**src/rtl/rbw_pkg.sv**
```systemverilog
package rbw_pkg;

  localparam int NUM_PART = 2;

  typedef struct packed {
    logic        len_err;
    logic        priv;
    logic        rsv;
    logic [3:0]  ftype;
    logic [7:0]  len;
    logic [31:0] ext;
  } rbw_status_t;

  typedef enum logic [2:0] {
    S_IDLE,
    S_LEN,
    S_EXT,
    S_PAY,
    S_VP,
    S_DISC
  } rbw_state_e;

endpackage

```
**src/rtl/rbw_alloc.sv**
```systemverilog
module rbw_alloc
  import rbw_pkg::*;
#(
  parameter int ELEMS = 8,
  parameter int IDX_W = 3
) (
  input  logic             clk_i,
  input  logic             rst_ni,
  input  logic             part_i,
  input  logic             take_i,
  input  logic             free_i,
  input  logic             free_part_i,
  input  logic [IDX_W-1:0] free_idx_i,
  output logic             grant_o,
  output logic [IDX_W-1:0] idx_o
);

  logic [NUM_PART-1:0][ELEMS-1:0] avail_q;
  logic [ELEMS-1:0]               sel;

  for (genvar p = 0; p < NUM_PART; p++) begin : g_part
    logic [ELEMS-1:0] rel;
    logic [ELEMS-1:0] tk;
    assign rel = (free_i && free_part_i == 1'(p)) ? (ELEMS'(1) << free_idx_i) : '0;
    assign tk  = (take_i && part_i == 1'(p)) ? (ELEMS'(1) << idx_o) : '0;
    // claim wins over a same-cycle release
    always_ff @(posedge clk_i or negedge rst_ni) begin
      if (!rst_ni) avail_q[p] <= '1;
      else         avail_q[p] <= (avail_q[p] | rel) & ~tk;
    end
  end

  always_comb begin
    sel     = avail_q[part_i];
    grant_o = |sel;
    idx_o   = '0;
    for (int i = ELEMS - 1; i >= 0; i--) begin
      if (sel[i]) idx_o = IDX_W'(i);
    end
  end

  p_take_claims_r2: assert property (@(posedge clk_i) disable iff (!rst_ni)
    take_i |=> !avail_q[$past(part_i)][$past(idx_o)]);

endmodule

```
**src/rtl/rbw_fifo.sv**
```systemverilog
module rbw_fifo #(
  parameter int W     = 51,
  parameter int DEPTH = 8
) (
  input  logic                       clk_i,
  input  logic                       rst_ni,
  input  logic                       push_i,
  input  logic [W-1:0]               data_i,
  input  logic                       pop_i,
  output logic                       valid_o,
  output logic [W-1:0]               data_o,
  output logic [$clog2(DEPTH+1)-1:0] count_o
);

  localparam int PW = (DEPTH > 1) ? $clog2(DEPTH) : 1;
  localparam int CW = $clog2(DEPTH + 1);

  logic [W-1:0]  mem_q [DEPTH];
  logic [PW-1:0] wr_q, rd_q;
  logic [CW-1:0] count_q;
  logic          do_pop;

  assign do_pop  = pop_i && (count_q != '0);
  assign valid_o = count_q != '0;
  assign data_o  = mem_q[rd_q];
  assign count_o = count_q;

  always_ff @(posedge clk_i) begin
    if (push_i) mem_q[wr_q] <= data_i;
  end

  always_ff @(posedge clk_i or negedge rst_ni) begin
    if (!rst_ni) begin
      wr_q    <= '0;
      rd_q    <= '0;
      count_q <= '0;
    end else begin
      if (push_i) wr_q <= (wr_q == PW'(DEPTH - 1)) ? '0 : wr_q + 1'b1;
      if (do_pop) rd_q <= (rd_q == PW'(DEPTH - 1)) ? '0 : rd_q + 1'b1;
      count_q <= count_q + CW'(push_i) - CW'(do_pop);
    end
  end

  p_list_no_overrun_r9: assert property (@(posedge clk_i) disable iff (!rst_ni)
    push_i |-> (count_q < CW'(DEPTH)) || do_pop);

endmodule

```
**src/rtl/rx_elem_writer.sv**
```systemverilog
module rx_elem_writer
  import rbw_pkg::*;
#(
  parameter int ELEMS    = 8,
  parameter int FL_DEPTH = 8,
  localparam int IDX_W   = $clog2(ELEMS),
  localparam int ENTRY_W = 1 + IDX_W + $bits(rbw_status_t)
) (
  input  logic               clk_i,
  input  logic               rst_ni,
  input  logic               in_vld_i,
  input  logic               in_sof_i,
  input  logic [7:0]         in_data_i,
  input  logic               in_part_i,
  input  logic [1:0]         elem_sz_i,
  input  logic               free_i,
  input  logic               free_part_i,
  input  logic [IDX_W-1:0]   free_idx_i,
  output logic               wr_en_o,
  output logic               wr_part_o,
  output logic [IDX_W-1:0]   wr_idx_o,
  output logic [7:0]         wr_addr_o,
  output logic [7:0]         wr_data_o,
  output logic               fl_valid_o,
  output logic [ENTRY_W-1:0] fl_data_o,
  input  logic               fl_pop_i,
  output logic               ovf_o
);

  localparam int CW  = $clog2(FL_DEPTH + 1);
  localparam int CW1 = CW + 1;

  rbw_state_e       state_q;
  logic [8:0]       cnt_q, sz_q, sz_sel;
  rbw_status_t      st_q, st_out;
  logic             part_q;
  logic [IDX_W-1:0] idx_q, gidx;
  logic             grant, ovf_q;
  logic             acc, sof, busy, early_push, done_push, push, pop_eff, room, take;
  logic [CW-1:0]    fl_count;
  logic [CW1-1:0]   cnt_after;

  always_comb begin
    case (elem_sz_i)
      2'd0:    sz_sel = 9'd64;
      2'd1:    sz_sel = 9'd128;
      default: sz_sel = 9'd256;
    endcase
  end

  assign acc        = in_vld_i;
  assign sof        = acc && in_sof_i;
  assign busy       = state_q inside {S_LEN, S_EXT, S_PAY, S_VP};
  assign early_push = sof && busy;
  assign done_push  = acc && !in_sof_i && state_q == S_VP && cnt_q == 9'd1;
  assign push       = early_push || done_push;
  assign pop_eff    = fl_pop_i && fl_valid_o;
  // list room counted after this cycle's push and pop
  assign cnt_after  = {1'b0, fl_count} + CW1'(push) - CW1'(pop_eff);
  assign room       = cnt_after < CW1'(FL_DEPTH);
  assign take       = sof && room && grant;

  always_comb begin
    st_out         = st_q;
    st_out.len_err = st_q.len_err | early_push;
  end

  rbw_alloc #(.ELEMS(ELEMS), .IDX_W(IDX_W)) u_alloc (
    .clk_i       (clk_i),
    .rst_ni      (rst_ni),
    .part_i      (in_part_i),
    .take_i      (take),
    .free_i      (free_i),
    .free_part_i (free_part_i),
    .free_idx_i  (free_idx_i),
    .grant_o     (grant),
    .idx_o       (gidx)
  );

  rbw_fifo #(.W(ENTRY_W), .DEPTH(FL_DEPTH)) u_list (
    .clk_i   (clk_i),
    .rst_ni  (rst_ni),
    .push_i  (push),
    .data_i  ({part_q, idx_q, st_out}),
    .pop_i   (fl_pop_i),
    .valid_o (fl_valid_o),
    .data_o  (fl_data_o),
    .count_o (fl_count)
  );

  always_ff @(posedge clk_i or negedge rst_ni) begin
    if (!rst_ni) begin
      state_q <= S_IDLE;
      cnt_q   <= '0;
      sz_q    <= '0;
      st_q    <= '0;
      part_q  <= 1'b0;
      idx_q   <= '0;
      ovf_q   <= 1'b0;
    end else if (acc) begin
      if (in_sof_i) begin
        cnt_q <= '0;
        if (take) begin
          state_q    <= S_LEN;
          part_q     <= in_part_i;
          idx_q      <= gidx;
          sz_q       <= sz_sel;
          st_q       <= '0;
          st_q.ftype <= in_data_i[3:0];
          st_q.rsv   <= in_data_i[4];
          st_q.priv  <= in_data_i[5];
        end else begin
          state_q <= S_DISC;
          ovf_q   <= 1'b1;
        end
      end else begin
        case (state_q)
          S_LEN: begin
            st_q.len <= in_data_i;
            if ({1'b0, in_data_i} > sz_q) st_q.len_err <= 1'b1;
            cnt_q   <= '0;
            state_q <= S_EXT;
          end
          S_EXT: begin
            st_q.ext <= {st_q.ext[23:0], in_data_i};
            if (cnt_q == 9'd3) begin
              cnt_q   <= '0;
              state_q <= (st_q.len == 8'd0) ? S_VP : S_PAY;
            end else cnt_q <= cnt_q + 9'd1;
          end
          S_PAY: begin
            if (cnt_q == {1'b0, st_q.len} - 9'd1) begin
              cnt_q   <= '0;
              state_q <= S_VP;
            end else cnt_q <= cnt_q + 9'd1;
          end
          S_VP: begin
            if (cnt_q == 9'd1) begin
              cnt_q   <= '0;
              state_q <= S_IDLE;
            end else cnt_q <= cnt_q + 9'd1;
          end
          default: ;
        endcase
      end
    end
  end

  assign wr_en_o   = acc && !in_sof_i && state_q == S_PAY && cnt_q < sz_q;
  assign wr_part_o = part_q;
  assign wr_idx_o  = idx_q;
  assign wr_addr_o = cnt_q[7:0];
  assign wr_data_o = in_data_i;
  assign ovf_o     = ovf_q;

  p_ovf_sticky_r8: assert property (@(posedge clk_i) disable iff (!rst_ni)
    ovf_o |=> ovf_o);

  p_trunc_r7: assert property (@(posedge clk_i) disable iff (!rst_ni)
    wr_en_o |-> {1'b0, wr_addr_o} < sz_q);

endmodule

```
**config.mk**
```make
export PLATFORM = sky130hd
export DESIGN_NAME = rx_elem_writer
export DESIGN_NICKNAME = d
export VERILOG_FILES = /design/src/rtl/rbw_pkg.sv /design/src/rtl/rbw_alloc.sv /design/src/rtl/rbw_fifo.sv /design/src/rtl/rx_elem_writer.sv
export SDC_FILE = /design/constraint.sdc
export NUM_CORES = 1
export LEC_CHECK = 0
export ABC_AREA = 1
export BUFFER_PORTS_ARGS = -buffer_cell sky130_fd_sc_hd__buf_2
export CAP_MARGIN = 0
export CORE_UTILIZATION = 55
export CTS_BUF_LIST = sky130_fd_sc_hd__clkbuf_8
export DETAILED_ROUTE_END_ITERATION = 8
export HOLD_SLACK_MARGIN = 0.15
export PLACE_DENSITY = 0.71
export SLEW_MARGIN = 20
export SYNTH_ARGS = -nofsm -noshare
export SYNTH_HDL_FRONTEND = slang
export SYNTH_SLANG_ARGS = --single-unit
```
**constraint.sdc**
```tcl
create_clock -name clk_i -period 3.6 [get_ports clk_i]
set_input_delay 0.72 -clock clk_i [delete_from_list [all_inputs] [get_ports clk_i]]
set_output_delay 0.72 -clock clk_i [all_outputs]
set_load 0.01 [all_outputs]
```
* Word level (Yosys, flattened, before mapping)
Memory sizes are Yosys's and may differ from the RTL's. Index checks and enable logic that the tools add are counted.
Word-level totals: word-level logic and storage cells 126, memories kept 1, memory bits (writable) 408, input port bits 21, register bits after elaboration 99
Memory list:
- u_list.mem_q | depth 8, bits a word 51, read ports 1, clocked after memory_dff 0, wr ports 1, RTL line rbw_fifo.sv:18 | logic [W-1:0] mem_q [DEPTH];
Operators by class: shift operators 2, $lt $le $gt $ge 4, equality and inequality tests 14, $add $sub $neg 8, reductions and logical operators 32, multiplexer cells 38, bitwise gates (word level) 10
Operators with widths (number):
- $mux 8 | 7
- $mux 3 | 16
- $mux 47 | 1
- $mux 40 | 1
- $mux 9 | 4
- $pmux 9 s4 | 1
- $mux 32 | 1
- $pmux 9 s2 | 1
- $and 8x8->8 | 2
- $not 8->8 | 2
- $or 8x8->8 | 2
- $shl 1x3->8 const A | 2
- $logic_and 1x1->1 | 14
- $pmux 3 s4 | 1
- $reduce_and 3->1 | 4
- $add 9x1->9 const B | 1
- $eq 3x3->1 const B | 3
- $eq 9x1->1 const B | 1
- $eq 9x2->1 const B | 1
- $eq 9x9->1 | 1
- $gt 8x9->1 | 1
- $lt 9x9->1 | 1
- $ne 3x2->1 const B | 3
- $sub 8x1->9 const B | 1
- 25 further kinds | 36

* Logic depth before layout (Yosys ltp)
word-level depth 14, mapped depth 19

* Modules after synthesis
From an unflattened synthesis, not the netlist that was laid out.
Second synthesis, totals: cells, all modules 2471, area total of the unflattened synthesis 23112.2 um^2
Modules (own cells, without submodules):
- rbw_fifo | area an instance 18332.6 um^2, times used 1, cells an instance 1833
- rx_elem_writer | area an instance 3713.6 um^2, times used 1, cells an instance 486
- rbw_alloc | area an instance 1066.0 um^2, times used 1, cells an instance 152

* Worst setup path after synthesis
Ideal clock, no wire load.
path type input to register, from input port in_vld_i, to memory u_list.mem_q[0][0], enable pin, data arrival time 3587 ps, path slack -447 ps, stages on the path 6, required time 3140 ps, buffers on the path 0, path through inv_1 nor2_1 nand2_1 o21ai_2 nand2_1 nor2_1
Between the ends: word-level cells in the longest chain between the ends 6, elaborated cells on any way between the ends 8
Ends and longest elaborated chain:
- start: declaration | RTL line rx_elem_writer.sv:11 | input logic in_vld_i,
- $logic_and 1x1->1 (3 in series) | RTL line rx_elem_writer.sv:55 | assign done_push = acc && !in_sof_i && state_q == S_VP && cnt_q == 9'd1;
- $logic_or 1x1->1 * | RTL line rx_elem_writer.sv:56 | assign push = early_push || done_push;
- named net push | RTL line rx_elem_writer.sv:39 | logic acc, sof, busy, early_push, done_push, push, pop_eff, room, take;
- $mux 1 * | RTL line rbw_fifo.sv:29 | if (push_i) mem_q[wr_q] <= data_i;
- $mux 1 (not written as such) * | RTL line rbw_fifo.sv:29
- end: declaration | RTL line rbw_fifo.sv:18
The timed path passes the listed nets; every way through them passes the cells marked *.

* Final worst setup path
from register u_list.rd_q[0], to output port fl_data_o[41]
Between the ends: word-level cells in the longest chain between the ends 1
Ends and longest elaborated chain:
- start: declaration | RTL line rbw_fifo.sv:19 | logic [PW-1:0] wr_q, rd_q;
- start signal: assignment | RTL line rbw_fifo.sv:39 | if (do_pop) rd_q <= (rd_q == PW'(DEPTH - 1)) ? '0 : rd_q + 1'b1;
- $mem_v2 8x51
- end: declaration | RTL line rx_elem_writer.sv:25 | output logic [ENTRY_W-1:0] fl_data_o,
Every way passes these cells.

==> flow_metrics.tcl <==
set metrics [dict create \
    cp_num_buf_inv 3 \
    path_max_fanout 79 \
    netlist_top_cells_count "408 x edfxtp_1, 408 x nor2_1, 243 x o21ai_0" \
    layout-drive-gt1-share 0.139 \
    nets 1909 \
    post_drt_wl_per_cell_um 18.9 \
    setup.worst_path.class "register to primary output" \
    drv_cap 0 \
    outcome "complete, no violations" \
    switching_power_w 0.00687 \
    rsz0062_at_grt "no" \
    finalCriticalPeriod_ns 3.40 \
    synthCells 1767 \
    worstSetupPathDepth 7 \
    vias_per_cell 5.66 \
    crit_chain "inv_4, buf_12, o21ai_0, o22ai_1, nor2_1, a31oi_1, buf_2" \
    tightest_slew_ns 0.646 \
    hold_violations 0 \
    wl_mm 45.4 \
    rr_worst_depth 16 \
    die-area_um2 38200 \
    syn_area_um2 20600 \
    tns_ns 0 \
    place_inst 2255 \
    swShare 0.368 \
    grt_pass1_vias 13400 \
    ys_seq_elements 501 \
    synth.distinct_cells 40 \
    p_seq_frac 0.444 \
    io_pins 95 \
    die_y_um 195 \
    h-tree-depth 3 \
    crit_family "buffers and inverters" \
    cpPeakStageDelay_ns 0.66 \
    drt_iter0_drc 1094 \
    finalCritPeriodShare 0.945 \
    r2r-end "u_alloc.avail_q[13]" \
    r2r_setup_slack_ns 0.36 \
    grt_use_total 0.242 \
    synthAdderAreaFrac 0.0119 \
    clockBufferDepth 3 \
    grt_max_degree 96 \
    synth-seq-area-share 0.710 \
    remaining_drc_errors 0 \
    cp_slowest_cell "dfrtp_4" \
    crit_required_ns 2.88 \
    stdcell_count 2402 \
    syn_to_final_growth_pct 12.2 \
    drt_pass1_iterations 5 \
    crit_path_start "u_list.rd_q[0]" \
    synth_ff_type "edfxtp_1" \
    power.density_nw_per_um2 809 \
    drv_slew 0 \
    clockPowerShare 0.239 \
    worstSetupEndpointType "primary output" \
    netlist.area_leader.share 0.596 \
    maxSlewHeadroom 0.569 \
    setup_viol 0 \
    fillCellCount 2776 \
    synth_largest_area_cell "edfxtp_1" \
    cts_tree "done" \
    fp.dieW_um 195 \
    synth-edff-count 408 \
    synthXorXnorAreaFrac 0.00468 \
    synth_simple_gate_area_frac 0.117 \
    synth_fp_nets 1807 \
    power.leakage_nw 8.60 \
    power.internal_w 0.0118 \
    hpwlAfterDp_mm 25.5 \
    synth_top_family_by_area "simple AND/OR/NAND/NOR gates" \
    grt-ovfl-total 0 \
    rr_startpoint "u_list.count_o[3]" \
    diodes 0 \
    fin_worst_skew_ns 0.0308 \
    antenna_found_initial 0 \
    synth_async_sr_flop_share 0.186 \
    cts_buffers 78 \
    syn_avg_cell_area_um2 11.6 \
    pwr-share-comb 0.317 \
    clkLatencyLatePin_ns 0.61 \
    vias 13600 \
    cts_sinks 501 \
    hold_class "input port to register" \
    synth.area.top_cells "edfxtp_1 60%, dfrtp_1 9.4%, nor2_1 7.4%" \
    synth_compound_area_frac 0.113 \
    synth_warnings 0 \
    clkTransAtPathRegs_ns 0.07 \
    antenna_left 0 \
    synth.mux.area_fraction 0.00146 \
    port_buffers 94 \
    peakVddDrop_mv 0.481 \
    arrival_ns 2.68 \
    timing.fmax_ghz 0.294 \
    design.core.area_um2 36700 \
    gp_congestion 0.921 \
    worstSetupEndpoint "fl_data_o[41]" \
    start_util 0.561 \
    start_kind "register" \
    rows 70 \
    cts-root-buf "clkbuf_8" \
    grt_pass1_wl_mm 71.9 \
]
[sequential cells by signal (all words and copies together), names as in the netlist]
name,count
st_q,1
wr_part_o,1
u_list.mem_q,408
u_list.wr_q,3
sz_q,3
wr_idx_o,3
u_list.count_o,4
cnt_q,9
u_alloc.avail_q,16
state_q,3
u_list.rd_q,3
ovf_o,1
st_out,46
[cell type report]
class / count / area [um^2] / share of cell area
tap: 468 / 586 / 0.0254
multi-input combinational: 1063 / 5170 / 0.224
clock buffer: 86 / 1180 / 0.0513
timing repair buffer: 129 / 871 / 0.0377
inverter: 96 / 364 / 0.0158
sequential: 501 / 14600 / 0.633
clock inverter: 59 / 297 / 0.0128
[kinds of logic (layout without fill, tap and decap cells)]
logic type / after synthesis / count (layout)
buffers and inverters: 203 / 370
AOI/OAI and AO/OA: 424 / 424
and+or+nand+nor: 606 / 606
DFF: 501 / 501
adders and majority gates: 19 / 19
muxes: 3 / 3
xor gates and xnor gates: 11 / 11
[layout by cell type (no fill, tap or decap), types with 10 or more instances in the layout]
cell type  Yosys  routed
o22ai_1       75      75
nand2_1      132     132
buf_2         11      93
nor3_1        13      13
a21oi_1       29      29
nor2_1       408     400
edfxtp_1     408     408
inv_1         93     121
nand3_1       33      33
dfstp_2       16      16
clkinv_1       1      18
clkbuf_8       0      86
a31oi_1       59      59
dfrtp_1       77      75
o21ai_1        9      10
buf_4         17      25
o21ai_0      243     242
ha_1          18      18
[per-layer routing]
metal | routed length (um) | global-route usage
met1 | 19500 | 0.328
met2 | 22400 | 0.402
met3 | 2730 | 0.0390
met4 | 751 | 0.0749
met5 | 0 | 0
[metrics by stage]
stage	hold WS (ns)	utilization	power, W	area (um^2)	setup slack, ns
2_1_floorplan	0.424	-	0.0121	20600	-0.447
3_3_place_gp	0.488	0.587	0.0141	21600	0.289
3_5_place_dp	0.462	0.587	0.0143	21600	0.187
4_1_cts	0.289	0.628	0.0187	23000	0.127
5_1_grt	0.297	0.629	0.0198	23100	0.0825
6_report	0.320	0.629	0.0187	23100	0.198
[power by group through the flow]
stage	logic, W	registers, W	clock network (W)
final	0.00592	0.00830	0.00446
after global routing	0.00663	0.00839	0.00480
after CTS	0.00588	0.00832	0.00454
after detailed placement	0.00585	0.00843	0
after global placement	0.00572	0.00838	0
after floorplan	0.00407	0.00800	0
[worst register-to-register path, cell delays in order, from the launching register on]
cell     delay (ns)
dfrtp_1        0.36
inv_1          0.11
ha_1           0.15
nand3_1        0.10
nand2_1        0.08
inv_1          0.10
ha_1           0.29
inv_1          0.03
ha_1           0.20
fa_1           0.44
nand3_1        0.10
nand2_1        0.07
xor2_1         0.14
nor2_1         0.16
nand3_4        0.26
nor2_2         0.38
a31oi_1        0.16
[worst min path at each step]
| stage | startpoint | slack [ns] | cells after the start | endpoint |
|---|---|---|---|---|
| 3_5_place_dp | ovf_o | 0.46 | 1 | ovf_o |
| 4_1_cts | elem_sz_i[0] | 0.29 | 2 | sz_q[6] |
| 2_1_floorplan | rst_ni | 0.42 | 0 | cnt_q[0] |
| 3_3_place_gp | ovf_o | 0.49 | 1 | ovf_o |
| 6_report | elem_sz_i[0] | 0.32 | 2 | sz_q[6] |
| 5_1_grt | elem_sz_i[0] | 0.30 | 2 | sz_q[6] |
[what timing repair did]
| item | CTS | global route |
|---|---|---|
| hold buffers | 1 | 0 |
| endpoints found under the setup margin | 0 | 26 |
| gates resized for setup | 0 | 3 |
| endpoints found under the hold margin | 14 | 0 |
| buffers inserted | 0 | 1 |
No activity file was read; power rests on OpenSTA's default activity.
